==> src/rtl/cis_pkg.sv <==
package cis_pkg;
  localparam int LVL_W = 2;
  localparam int ST_W  = 4;

  typedef enum logic [LVL_W-1:0] {
    LVL_C0 = 2'd0,
    LVL_C1 = 2'd1,
    LVL_C3 = 2'd2,
    LVL_C6 = 2'd3
  } lvl_e;

  typedef enum logic [ST_W-1:0] {
    ST_ACT,
    ST_STALL,
    ST_C1,
    ST_FLUSH,
    ST_C3,
    ST_SAVE,
    ST_C6,
    ST_XPWR,
    ST_RESTORE,
    ST_XREST,
    ST_XPART
  } seq_state_e;

  typedef struct packed {
    logic stall;
    logic part;
    logic rest;
    logic flush;
    logic save;
    logic pg;
    logic restore;
    lvl_e res;
  } ctl_s;
endpackage

==> src/rtl/cis_rst_sync.sv <==
module cis_rst_sync #(
  parameter int STAGES = 2
) (
  input  logic clk,
  input  logic rst_n,
  output logic rst_sync_n
);
  logic [STAGES-1:0] sh_q;

  always_ff @(posedge clk or negedge rst_n) begin
    if (!rst_n) sh_q <= '0;
    else        sh_q <= {sh_q[STAGES-2:0], 1'b1};
  end

  assign rst_sync_n = sh_q[STAGES-1];
endmodule

==> src/rtl/cis_depth_dec.sv <==
module cis_depth_dec
  import cis_pkg::*;
(
  input  logic             idle_req,
  input  logic [LVL_W-1:0] idle_depth,
  input  logic             wake,
  input  logic             in_active,
  output logic             start,
  output lvl_e             target
);
  always_comb begin
    target = lvl_e'(idle_depth);
    start  = idle_req && in_active && !wake && (target != LVL_C0);
  end
endmodule

==> src/rtl/cis_fsm.sv <==
module cis_fsm
  import cis_pkg::*;
(
  input  logic       clk,
  input  logic       rst_n,
  input  logic       start,
  input  lvl_e       target,
  input  logic       wake,
  input  logic       flush_ack,
  input  logic       save_ack,
  input  logic       pwr_good,
  input  logic       restore_ack,
  output seq_state_e state
);
  seq_state_e state_q, state_d;
  lvl_e       tgt_q;
  logic       tgt_en;

  assign tgt_en = start;

  always_comb begin
    state_d = state_q;
    unique case (state_q)
      ST_ACT:     if (start) state_d = ST_STALL;
      ST_STALL:   state_d = wake ? ST_ACT : ST_C1;
      ST_C1: begin
        if (wake)                  state_d = ST_XPART;
        else if (tgt_q != LVL_C1)  state_d = ST_FLUSH;
      end
      ST_FLUSH: begin
        if (wake)           state_d = ST_XPART;
        else if (flush_ack) state_d = ST_C3;
      end
      ST_C3: begin
        if (wake)                  state_d = ST_XREST;
        else if (tgt_q == LVL_C6)  state_d = ST_SAVE;
      end
      ST_SAVE: begin
        if (wake)          state_d = ST_XREST;
        else if (save_ack) state_d = ST_C6;
      end
      ST_C6:      if (wake) state_d = ST_XPWR;
      ST_XPWR:    if (pwr_good) state_d = ST_RESTORE;
      ST_RESTORE: if (restore_ack) state_d = ST_XREST;
      ST_XREST:   state_d = ST_XPART;
      ST_XPART:   state_d = ST_ACT;
      default:    state_d = ST_ACT;
    endcase
  end

  always_ff @(posedge clk or negedge rst_n) begin
    if (!rst_n) state_q <= ST_ACT;
    else        state_q <= state_d;
  end

  always_ff @(posedge clk or negedge rst_n) begin
    if (!rst_n)      tgt_q <= LVL_C1;
    else if (tgt_en) tgt_q <= target;
  end

  assign state = state_q;
endmodule

==> src/rtl/cis_out_dec.sv <==
module cis_out_dec
  import cis_pkg::*;
(
  input  seq_state_e state,
  output ctl_s       ctl
);
  always_comb begin
    ctl = '0;
    unique case (state)
      ST_ACT: ctl = '0;
      ST_STALL, ST_XPART: ctl.stall = 1'b1;
      ST_C1, ST_FLUSH, ST_XREST: begin
        ctl.stall = 1'b1;
        ctl.part  = 1'b1;
        ctl.res   = LVL_C1;
        ctl.flush = (state == ST_FLUSH);
      end
      ST_C3, ST_SAVE, ST_XPWR, ST_RESTORE: begin
        ctl.stall   = 1'b1;
        ctl.part    = 1'b1;
        ctl.rest    = 1'b1;
        ctl.res     = LVL_C3;
        ctl.save    = (state == ST_SAVE);
        ctl.restore = (state == ST_RESTORE);
      end
      ST_C6: begin
        ctl.stall = 1'b1;
        ctl.part  = 1'b1;
        ctl.rest  = 1'b1;
        ctl.pg    = 1'b1;
        ctl.res   = LVL_C6;
      end
      default: ctl = '0;
    endcase
  end
endmodule

==> src/rtl/core_idle_seq.sv <==
module core_idle_seq
  import cis_pkg::*;
(
  input  logic             clk,
  input  logic             rst_n,
  input  logic             idle_req,
  input  logic [LVL_W-1:0] idle_depth,
  input  logic             wake,
  input  logic             flush_ack,
  input  logic             save_ack,
  input  logic             pwr_good,
  input  logic             restore_ack,
  output logic             stall,
  output logic             clk_gate_part,
  output logic             clk_gate_rest,
  output logic             flush_req,
  output logic             save_req,
  output logic             pwr_gate_en,
  output logic             restore_req,
  output logic [LVL_W-1:0] res_state
);
  logic       rst_sync_n;
  logic       start;
  lvl_e       target;
  seq_state_e state;
  ctl_s       ctl;

  cis_rst_sync #(.STAGES(2)) u_rst (
    .clk        (clk),
    .rst_n      (rst_n),
    .rst_sync_n (rst_sync_n)
  );

  cis_depth_dec u_dec (
    .idle_req   (idle_req),
    .idle_depth (idle_depth),
    .wake       (wake),
    .in_active  (state == ST_ACT),
    .start      (start),
    .target     (target)
  );

  cis_fsm u_fsm (
    .clk         (clk),
    .rst_n       (rst_sync_n),
    .start       (start),
    .target      (target),
    .wake        (wake),
    .flush_ack   (flush_ack),
    .save_ack    (save_ack),
    .pwr_good    (pwr_good),
    .restore_ack (restore_ack),
    .state       (state)
  );

  cis_out_dec u_out (
    .state (state),
    .ctl   (ctl)
  );

  assign stall         = ctl.stall;
  assign clk_gate_part = ctl.part;
  assign clk_gate_rest = ctl.rest;
  assign flush_req     = ctl.flush;
  assign save_req      = ctl.save;
  assign pwr_gate_en   = ctl.pg;
  assign restore_req   = ctl.restore;
  assign res_state     = ctl.res;
endmodule

==> config.mk <==
export PLATFORM = sky130hd
export DESIGN_NAME = core_idle_seq
export DESIGN_NICKNAME = d
export VERILOG_FILES = /design/src/rtl/cis_pkg.sv /design/src/rtl/cis_rst_sync.sv /design/src/rtl/cis_depth_dec.sv /design/src/rtl/cis_fsm.sv /design/src/rtl/cis_out_dec.sv /design/src/rtl/core_idle_seq.sv
export SDC_FILE = /design/constraint.sdc
export NUM_CORES = 1
export LEC_CHECK = 0
export BUFFER_PORTS_ARGS = -buffer_cell sky130_fd_sc_hd__buf_2
export CORE_AREA = 5 5 42 44
export DETAILED_ROUTE_END_ITERATION = 12
export DIE_AREA = 0 0 47 49
export PLACE_DENSITY = 0.79
export SETUP_SLACK_MARGIN = 0.4
export SYNTH_ARGS = -nofsm -noshare
export SYNTH_HDL_FRONTEND = slang
export SYNTH_SLANG_ARGS = --single-unit
==> constraint.sdc <==
create_clock -name clk -period 4.1 [get_ports clk]
set_clock_uncertainty 0.15 [all_clocks]
set_input_delay 0.82 -clock clk [delete_from_list [all_inputs] [get_ports clk]]
set_output_delay 0.82 -clock clk [all_outputs]
set_load 0.005 [all_outputs]
Yosys cells after proc, flatten, opt, wreduce, memory -nomap -nowiden
Cells that the tools add are included.
{"block": "word_totals", "inputBits": 10, "wordCells": 57, "out_inout_bits": 9, "ff_bits": 8}
{"block": "classes", "eq_ne": 20, "n_mux": 22, "n_reduce_logical": 12}
{"cell": "$mux 4", "count": 12}
{"cell": "$pmux 4 s10", "count": 1}
{"cell": "$eq 4x3->1 const B", "count": 4}
{"cell": "$eq 4x4->1 const B", "count": 3}
{"cell": "$reduce_or 10->1", "count": 1}
{"cell": "$eq 4x2->1 const B", "count": 2}
{"cell": "$ne 2x2->1 const B", "count": 4}
{"cell": "$reduce_and 8->1", "count": 1}
{"cell": "$reduce_or 8->1", "count": 1}
{"cell": "$mux 1", "count": 7}
{"cell": "$ne 3x2->1 const B", "count": 2}
{"cell": "$ne 3x3->1 const B", "count": 2}
{"cell": "$pmux 2 s3", "count": 1}
{"cell": "$reduce_or 5->1", "count": 1}
{"cell": "$eq 4x1->1 const B", "count": 1}
{"cell": "$logic_not 4->1", "count": 1}
{"cell": "$reduce_or 4->1", "count": 1}
{"cell": "$logic_and 1x1->1", "count": 3}
{"cell": "$reduce_or 3->1", "count": 1}
{"cell": "$eq 2x2->1 const B", "count": 1}
{"cell": "$mux 2", "count": 1}
{"cell": "$ne 2x1->1 const B", "count": 1}
{"cell": "$reduce_bool 2->1", "count": 1}
{"cell": "$logic_not 1->1", "count": 1}

Longest topological paths before layout
Gate-level depths: netlist of run 1.
{"block": "logic_depth", "depth_word": 6, "ltp_mapped": 6, "depth_no_buf": 5}

Hierarchy
A second synthesis of run 1 with hierarchy kept.
{"block": "unflattened", "cells_unflattened": 78, "hier_area_um2": 704.4}
{"mod": "cis_fsm", "cells_per_inst": 49, "instances": 1, "area_each_um2": 452.9, "seq_area_each_um2": 151.4}
{"mod": "cis_out_dec", "cells_per_inst": 20, "instances": 1, "area_each_um2": 152.6, "seq_area_each_um2": 0.0}
{"mod": "cis_rst_sync", "cells_per_inst": 3, "instances": 1, "area_each_um2": 53.8, "seq_area_each_um2": 50.0}
{"mod": "cis_depth_dec", "cells_per_inst": 5, "instances": 1, "area_each_um2": 32.5, "seq_area_each_um2": 0.0}
{"mod": "core_idle_seq", "cells_per_inst": 1, "instances": 1, "area_each_um2": 12.5, "seq_area_each_um2": 0.0}

Least setup slack after synthesis of run 1
OpenSTA, ideal clock, no wires.
{"block": "synth_timing", "path_type": "in2reg", "from": "input flush_ack", "to": "register u_fsm.state_q[0] (netlist: u_fsm.state[0])", "required_time_ns": 3.825, "n_path_buf": 0, "path_stages": 4, "t_arrival_ns": 2.024, "setup_ns": 0.125, "setup_slack_ns": 1.801, "cell_sequence": "or3b_1 > a311o_1 > o211ai_2 > mux2_2"}
{"block": "synth_via", "elab_chain_len": 2}
{"item": "from (decl)", "line": "core_idle_seq.sv:9", "source": "input logic flush_ack,"}
{"item": "$ne 3x3->1 (no line)"}
{"item": "$reduce_and 8->1 (no line)"}
{"item": "to (signal assigned)", "line": "cis_fsm.sv:53", "source": "else state_q <= state_d;"}
{"item": "to (decl)", "line": "cis_fsm.sv:15", "source": "seq_state_e state_q, state_d;"}
Every way passes these cells.
A chain may end at the register's enable or synchronous reset.

Worst setup path after layout of run 1
{"block": "layout_timing", "from": "register u_fsm.state_q[2] (netlist: u_fsm.state[2])", "to": "output res_state[1]"}
{"block": "layout_via", "elab_chain_len": 3, "word_cells_on_any_way": 11, "cone_classes": "eq/ne (8); mux (1); reduce/logical (2)"}
{"item": "$eq 4x3->1 (tied with other cells)", "line": "cis_out_dec.sv:9", "source": "unique case (state)"}
{"item": "$reduce_or 4->1 or $reduce_or 3->1 (tied branches)"}
{"item": "$pmux 2 s3 (*)", "line": "cis_out_dec.sv:9"}
{"item": "to (decl)", "line": "core_idle_seq.sv:20", "source": "output logic [LVL_W-1:0] res_state"}
Mark *: on every way between the ends. The rest lies on a longest branch, timed or not.

==> results of run 1 <==
==> stage by stage <==
step                      setup WS [ns]  instances  area, um2  power [mW]
final                             1.463        103      709.4      0.5507
after global routing              1.325        103      709.4      0.6060
after CTS                         1.450        103      709.4      0.5572
after detailed placement          1.644         98      673.1      0.4894
after global placement            1.669         98      673.1      0.4785
after floorplan                   1.801         68      580.6      0.4011
==> kinds of logic after synthesis <==
logic type / after synthesis / synth area share (%)
AOI/OAI and AO/OA: 17 / 22.41
xor gates and xnor gates: 1 / 1.509
buffers and inverters: 8 / 5.603
DFF: 8 / 34.70
muxes: 5 / 9.698
other: 1 / 0.6459
and+or+nand+nor: 28 / 25.44
==> power by group through the flow <==
stage               clock [mW]  sequential, mW  combinational, mW
floorplan                    0           0.136              0.265
global placement             0           0.183              0.295
detailed placement           0           0.185              0.304
CTS                     0.0677           0.183              0.307
global route            0.0748           0.194              0.337
finish                  0.0633           0.185              0.302
==> worst min path at each step <==
stage | end | slack, ns | cells after the start
after floorplan | u_fsm.state[0] | -0.08 | 0
after global placement | u_fsm.state[3] | -0.06 | 0
after detailed placement | u_fsm.state[0] | -0.04 | 0
after CTS | u_fsm.tgt_q[0] | 0.06 | 0
after global routing | u_fsm.tgt_q[0] | 0.08 | 0
final | u_fsm.tgt_q[0] | 0.05 | 0
==> state kept, by name, indices dropped and copies added, names as in the netlist <==
name,count
u_fsm.state,4
u_rst.sh_q,2
u_fsm.tgt_q,2
==> area by class of cell <==
cell class | instances | area, um2 | area share [%]
clock buffers | 4 | 26.28 | 3.704
flip-flops and latches | 8 | 201.4 | 28.40
well taps | 16 | 20.02 | 2.822
multi-input cells | 52 | 346.6 | 48.85
repair buffers | 19 | 100.1 | 14.11
inverters | 4 | 15.01 | 2.116
==> worst max-delay path: stages, from the launching register on <==
cell and delay (ns):
dfrtp_1 0.54, nand2b_1 0.26, or3_1 0.41, nand2_1 0.10, buf_2 0.11
==> cell usage in the layout, fill, tap and decap left out, types with 2 or more instances in the layout <==
cell type	synthesis	routed
a21oi_1	3	3
o22ai_1	3	3
nor3_1	3	3
nand2_1	5	5
a31oi_1	2	2
nor2_1	7	7
o32a_1	2	2
clkbuf_4	0	3
mux2_2	5	5
nand2b_1	6	6
buf_2	2	18
dfrtp_1	7	7
inv_1	4	4
==> per-layer routing <==
metal  share of wire, %  global-route usage (%)  vias to the layer above
met2                 48                   18.55                       19
met3                7.7                   3.690                        0
met4                  0                   5.530                        0
li1                   -                       -                      287
met1                 44                   17.61                      255
met5                  0                       0                        -
==> repair_timing <==
action                                 4_1_cts  5_1_grt
hold buffers                                 1        0
setup buffers                                0        0
endpoints found under the hold margin        5        0
==> results.sh, run 1 <==
export IMPL_place_hpwl_um=1035
export IMPL_clkLatencyLatePin_ns=0.25
export IMPL_fin_tns_setup_ns=0
export IMPL_critPathLaunch="u_fsm.state[2]"
export IMPL_outcome="complete, no violations"
export IMPL_fin_crit_ns=2.637
export IMPL_n_fill_cell=143
export IMPL_async_reset_ff_share_pct=100.0
export IMPL_rsz0062_at_grt="false"
export IMPL_portBuffers=18
export IMPL_ys_ff_latch=8
export IMPL_via_count=561
export IMPL_whs_ns=0.04628
export IMPL_mappedNetlistNets=78
export IMPL_p_clk_share_pct=11.5
export IMPL_synth_yosys_seq_area_share_pct=34.70
export IMPL_clk_path_buf_depth=2
export IMPL_rows=14
export IMPL_yosysTopAreaCellShare_pct=30.17
export IMPL_num_antenna_cells=0
export IMPL_worst_r2r_setup_slack_ns=1.92
export IMPL_routedWlPerCell_um=13.02
export IMPL_grt_antenna_before_repair=0
export IMPL_drc_errors=0
export IMPL_cts_tree="done"
export IMPL_drv_cap=0
export IMPL_layout_drive_gt1_share_pct=33.33
export IMPL_finalMaxSlewViolations=0
export IMPL_yosysUniqueCellTypes=30
export IMPL_cts_buffers=3
export IMPL_synth_edff_count=0
export IMPL_powerDensity_mw_per_mm2=776.2
export IMPL_gr_total_overflow=0
export IMPL_cts_root_buf="clkbuf_4"
export IMPL_syn_avg_cell_area_um2=8.538
export IMPL_htree_levels=1
export IMPL_gp_congestion=0.8070
export IMPL_area_growth_pct=22.20
export IMPL_peakVddDrop_mv=0.3133
export IMPL_synth_top_flop_cell="dfrtp_1"
export IMPL_first_pass_iters=4
export IMPL_grt_pass1_wl_um=2187
export IMPL_grt_use_total_pct=12.93
export IMPL_clk_pin_slew_ns=0.06
export IMPL_final_antenna_net_count=0
export IMPL_r2r_end="u_fsm.state[2]"
export IMPL_syn_area_um2=580.6
export IMPL_routed_wl_um=1341
export IMPL_fmax_ghz=0.3793
export IMPL_seq_power_share_pct=33.6
export IMPL_cts_sinks=8
export IMPL_required_ns=3.13
export IMPL_p_leak_nw=0.3348
export IMPL_startpoint_type="flop"
export IMPL_synth_cells=68
export IMPL_ioPinCount=19
export IMPL_tightest_slew_ns=0.5238
export IMPL_hp_class="reg -> async"
export IMPL_r2r_start="u_fsm.state[2]"
export IMPL_drtIter0Drc=8
export IMPL_setup_viol=0
export IMPL_final_util_pct=50.63
export IMPL_die_area_mm2=0.002303
export IMPL_hold_violations=0
export IMPL_grt_pass1_vias=480
export IMPL_p_sw_share_pct=42.48
export IMPL_critical_path_arrival_ns=1.67
export IMPL_synth_largest_area_cell="dfrtp_1"
export IMPL_finalCritPeriodShare_pct=64.31
export IMPL_p_switching_mw=0.2339
export IMPL_synthTopCellsByCount="dfrtp_1, nor2_1, nand2b_1, mux2_2, nand2_1"
export IMPL_synth_area_top_cells="dfrtp_1, mux2_2, nand2b_1"
export IMPL_crit_type="reg -> out"
export IMPL_timing_slew_headroom_pct=64.76
export IMPL_die_h_um=49
export IMPL_cp_max_fo=17
export IMPL_combPwrFrac_pct=54.9
export IMPL_coreArea_mm2=0.001401
export IMPL_fin_nets=98
export IMPL_dieWidth_um=47
export IMPL_p_int_mw=0.3168
export IMPL_cts_resized=0
export IMPL_ys_warnings_count=0
export IMPL_worstSetupEndpoint="res_state[1]"
export IMPL_r2r_cells=5
export IMPL_initial_core_util_pct=41.43
export IMPL_via_per_inst=5.447
export IMPL_end_kind="output pin"
export IMPL_grt_start_max_net_pins=18
Power figures use the tool's default switching activity.
==> run 2: changes to the inputs <==
Clock period 4.1 ns to 2.72 ns, I/O delays scaled along.
==> results.sh, run 2 (synthesis results as in run 1) <==
export IMPL_outcome="complete, no violations"
export IMPL_n_fill_cell=136
export IMPL_hp_class="reg -> async"
export IMPL_clk_path_buf_depth=2
export IMPL_dp_cells=98
export IMPL_clkLatencyLatePin_ns=0.25
export IMPL_grt_pass1_wl_um=2201
export IMPL_die_area_mm2=0.002303
export IMPL_critPathLaunch="u_fsm.state[2]"
export IMPL_drtIter0Drc=12
export IMPL_routedWlPerCell_um=13.23
export IMPL_cp_top_family="simple AND/OR/NAND/NOR gates"
export IMPL_p_int_mw=0.5157
export IMPL_crit_path_top_delay_cell="dfrtp_2"
export IMPL_dieWidth_um=47
export IMPL_instances_no_fill=108
export IMPL_worst_path_buf_inv=1
export IMPL_grt_antenna_before_repair=0
export IMPL_fin_nets=103
export IMPL_fin_crit_ns=2.203
export IMPL_fin_tns_setup_ns=0
export IMPL_p_sw_share_pct=41.96
export IMPL_r2r_start="u_fsm.state[2]"
export IMPL_cts_tree="done"
export IMPL_drc_errors=0
export IMPL_crit_type="reg -> out"
export IMPL_num_antenna_cells=0
export IMPL_layout_drive_gt1_share_pct=39.13
export IMPL_die_h_um=49
export IMPL_place_hpwl_um=1035
export IMPL_gp_congestion=0.8066
export IMPL_pre_cts_ws_ns=0.5397
export IMPL_cts_sinks=8
export IMPL_path_cells="nand2b_1, or3_1, nand2_1, buf_2"
export IMPL_worst_r2r_setup_slack_ns=0.54
export IMPL_rows=14
export IMPL_htree_levels=1
export IMPL_p_clk_share_pct=10.7
export IMPL_r2r_end="u_fsm.state[2]"
export IMPL_rsz0062_at_grt="false"
export IMPL_ioPinCount=19
export IMPL_required_ns=2.03
export IMPL_initial_core_util_pct=41.43
export IMPL_finalPower_mw=0.8885
export IMPL_gr_total_overflow=0
export IMPL_clk_pin_slew_ns=0.06
export IMPL_critical_path_arrival_ns=1.51
export IMPL_finalCritPeriodShare_pct=81.00
export IMPL_setup_slack_ns=0.5169
export IMPL_via_count=576
export IMPL_peakVddDrop_mv=0.4907
export IMPL_coreArea_mm2=0.001401
export IMPL_r2r_cells=5
export IMPL_final_common_cell="buf_2"
export IMPL_combPwrFrac_pct=58.2
export IMPL_cp_max_fo=9
export IMPL_p_leak_nw=0.3583
export IMPL_path_depth=4
export IMPL_startpoint_type="flop"
export IMPL_cp_slowest_stage_delay_ns=0.45
export IMPL_area_growth_pct=30.60
export IMPL_grt_pass1_vias=483
export IMPL_first_pass_iters=4
export IMPL_routed_wl_um=1429
export IMPL_largest_reg_flops=4
export IMPL_whs_ns=0.04630
export IMPL_cts_buffers=3
export IMPL_finalMaxSlewViolations=0
export IMPL_mostFrequentLayoutCells="buf_2, nor2_1, nand2b_1"
export IMPL_fmax_ghz=0.4539
export IMPL_final_antenna_net_count=0
export IMPL_grt_start_max_net_pins=18
export IMPL_hold_violations=0
export IMPL_cts_root_buf="clkbuf_4"
export IMPL_powerDensity_mw_per_mm2=1172
export IMPL_seq_power_share_pct=31.1
export IMPL_setup_viol=0
export IMPL_drv_cap=0
export IMPL_regArea_um2=203.9
export IMPL_worstSetupEndpoint="res_state[1]"
export IMPL_via_per_inst=5.333
export IMPL_portBuffers=18
export IMPL_multi_input_area_um2=352.8
export IMPL_grt_use_total_pct=13.00
export IMPL_p_switching_mw=0.3728
export IMPL_end_kind="output pin"
run 2: cell count changes in the layout (fill, tap and decap cells not counted), sizes merged:
cell and delta:
buf +4, dlygate4sd3 +1
run 2: power by group through the flow:
| stage | sequential (mW) | combinational (mW) | clock [mW] |
|---|---|---|---|
| 6_report | 0.276 | 0.517 | 0.0954 |
| 3_5_place_dp | 0.279 | 0.459 | 0 |
| 4_1_cts | 0.277 | 0.464 | 0.102 |
| 2_1_floorplan | 0.205 | 0.399 | 0 |
| 5_1_grt | 0.285 | 0.569 | 0.113 |
| 3_3_place_gp | 0.276 | 0.445 | 0 |
run 2: cell type report:
| cell class | instances | area share, % |
|---|---|---|
| Inverter | 4 | 1.980 |
| Timing Repair Buffer | 24 | 18.48 |
| Sequential cell | 8 | 26.90 |
| Multi-Input combinational cell | 52 | 46.53 |
| Clock buffer | 4 | 3.465 |
| Tap cell | 16 | 2.640 |
run 2: metal layers:
layer	track usage, %	part of all wire, %	wire length, um
met1	17.83	43	612
met2	18.55	51	724
met3	3.690	6.4	92
met4	5.530	0	0
met5	0	0	0
run 2: worst min-delay path by stage:
| stage | start | endpoint | slack (ns) | depth (start not counted) |
|---|---|---|---|---|
| 6_report | u_rst.sh_q[1] | u_fsm.tgt_q[0] | 0.05 | 0 |
| 5_1_grt | u_rst.sh_q[1] | u_fsm.tgt_q[0] | 0.08 | 0 |
| 4_1_cts | u_rst.sh_q[1] | u_fsm.tgt_q[0] | 0.06 | 0 |
| 3_5_place_dp | u_rst.sh_q[1] | u_fsm.state[0] | -0.04 | 0 |
| 3_3_place_gp | u_rst.sh_q[1] | u_fsm.state[3] | -0.06 | 0 |
| 2_1_floorplan | u_rst.sh_q[1] | u_fsm.state[0] | -0.08 | 0 |
run 2: timing repair:
action                                  4_1_cts  5_1_grt
endpoints found under the hold margin         7        0
endpoints found under the setup margin        3        4
hold buffers                                  2        0
buffers inserted                              0        4
resized for setup                             1        2
pin swaps                                     0        0
run 2: metrics by stage:
stage                     instance area [um2]  util, %
after floorplan                         580.6        -
after global placement                  673.1    48.04
after detailed placement                673.1    48.04
after CTS                               720.7    51.43
after global routing                    758.2    54.11
final                                   758.2    54.11
==> run 3: changes to the inputs <==
Clock period 2.72 ns to 2.1 ns, I/O delays scaled along.
==> results.sh, run 3 (synthesis results as in run 1) <==
export IMPL_finalCritPeriodShare_pct=95.97
export IMPL_cts_root_buf="clkbuf_4"
export IMPL_mostFrequentLayoutCells="buf_2, buf_4, nand2b_1, nor2_1, dfrtp_1"
export IMPL_cts_sinks=8
export IMPL_peakVddDrop_mv=0.7778
export IMPL_fin_crit_ns=2.015
export IMPL_clk_pin_slew_ns=0.06
export IMPL_htree_levels=1
export IMPL_worst_r2r_setup_slack_ns=0.08
export IMPL_crit_type="reg -> reg"
export IMPL_powerDensity_mw_per_mm2=1702
export IMPL_die_area_mm2=0.002303
export IMPL_first_pass_iters=4
export IMPL_hp_class="reg -> async"
export IMPL_via_per_inst=5.879
export IMPL_initial_core_util_pct=41.43
export IMPL_num_antenna_cells=0
export IMPL_routed_wl_um=2161
export IMPL_die_h_um=49
export IMPL_grt_use_total_pct=17.54
export IMPL_grt_pass1_vias=693
export IMPL_r2r_start="u_fsm.state[0]"
export IMPL_worst_path_buf_inv=2
export IMPL_path_cells="buf_6, buf_4, nand3b_1, a31oi_1, o211ai_4, mux2_4"
export IMPL_place_hpwl_um=1103
export IMPL_area_growth_pct=74.57
export IMPL_critPathLaunch="u_fsm.state[0]"
export IMPL_grt_pass1_wl_um=2960
export IMPL_cts_buffers=3
export IMPL_drc_errors=0
export IMPL_fmax_ghz=0.4962
export IMPL_finalMaxSlewViolations=0
export IMPL_rsz0062_at_grt="true"
export IMPL_grt_antenna_before_repair=0
export IMPL_setup_viol=0
export IMPL_gp_congestion=0.8753
export IMPL_fin_nets=119
export IMPL_final_common_cell="buf_2"
export IMPL_critical_path_arrival_ns=2.00
export IMPL_gr_total_overflow=0
export IMPL_grt_start_max_net_pins=14
export IMPL_cp_top_family="compound AO/OA/AOI/OAI gates"
export IMPL_fin_tns_setup_ns=0
export IMPL_via_count=729
export IMPL_drv_cap=0
export IMPL_portBuffers=18
export IMPL_drtIter0Drc=16
export IMPL_p_leak_nw=0.4787
export IMPL_dieWidth_um=47
export IMPL_finalPower_mw=1.725
export IMPL_coreArea_mm2=0.001401
export IMPL_ioPinCount=19
export IMPL_required_ns=2.08
export IMPL_clk_path_buf_depth=2
export IMPL_rows=14
export IMPL_final_antenna_net_count=0
export IMPL_hold_violations=0
export IMPL_cp_max_fo=8
export IMPL_clkLatencyLatePin_ns=0.25
export IMPL_startpoint_type="flop"
export IMPL_layout_drive_gt1_share_pct=58.33
export IMPL_routedWlPerCell_um=17.43
export IMPL_largest_reg_flops=4
export IMPL_cts_tree="done"
export IMPL_outcome="complete, no violations"
export IMPL_cp_slowest_stage_delay_ns=0.41
export IMPL_end_kind="flop"
export IMPL_crit_path_top_delay_cell="dfrtp_1"
[run 3: changes by cell type in the layout (fill, tap and decap cells not counted), sizes merged]
cell	delta
buf	+16
[run 3: final timing paths]
check	endpoint	cells after the start
worst max-delay path	u_fsm.state[0]	6
worst min-delay path	u_fsm.tgt_q[0]	0
worst max register to register	u_fsm.state[0]	6
worst min register to register	u_fsm.tgt_q[0]	0
max in group asynchronous	u_fsm.state[3]	1
min in group clk	u_rst.sh_q[1]	0
[run 3: worst register-to-register path, cell delays in order (launching register included)]
cell and delay, ns:
dfrtp_1 0.41, buf_6 0.16, buf_4 0.14, nand3b_1 0.17, a31oi_1 0.37, o211ai_4 0.18
mux2_4 0.32
[run 3: per-layer routing]
metal | wire [um] | global-route usage [%] | part of all wire, %
met1 | 785 | 18.51 | 36
met2 | 1116 | 28.73 | 52
met3 | 175 | 3.321 | 8.1
met4 | 83 | 13.36 | 3.8
met5 | 0 | 0 | 0
[run 3: power breakdown]
part / total (mW) / internal, mW / leakage (nW) / switching [mW]
clock network: 0.123 / 0.0726 / 0.0150 / 0.0508
logic: 1.29 / 0.730 / 0.370 / 0.563
registers: 0.308 / 0.225 / 0.0942 / 0.0832
total: 1.72 / 1.03 / 0.479 / 0.697
[run 3: layout make-up]
cell class,instances,area (um2)
repair buffers,40,300.3
inverters,4,20.02
clock buffers,4,26.28
multi-input cells,52,442.9
flip-flops and latches,8,203.9
fillers,96,387.9
well taps,16,20.02
[run 3: repair_timing]
| item | CTS | global route |
|---|---|---|
| hold buffers | 2 | 0 |
| setup buffers | 8 | 6 |
| pin swaps | 6 | 3 |
| endpoints found under the hold margin | 7 | 0 |
| setup endpoints to repair | 15 | 15 |
| resized for setup | 22 | 7 |
[run 3: through the flow]
stage               hold WS [ns]  setup WS, ns  cell area [um2]  cells  utilization, %
global route             0.08991       0.03050             1013    124           72.32
global placement        -0.06217       0.06775            718.2    104           51.25
CTS                      0.06531       0.09847            924.6    118           65.98
detailed placement      -0.05492       0.01633            718.2    104           51.25
floorplan               -0.08298        0.1753            580.6     68               -
finish                   0.06615       0.08453             1013    124           72.32
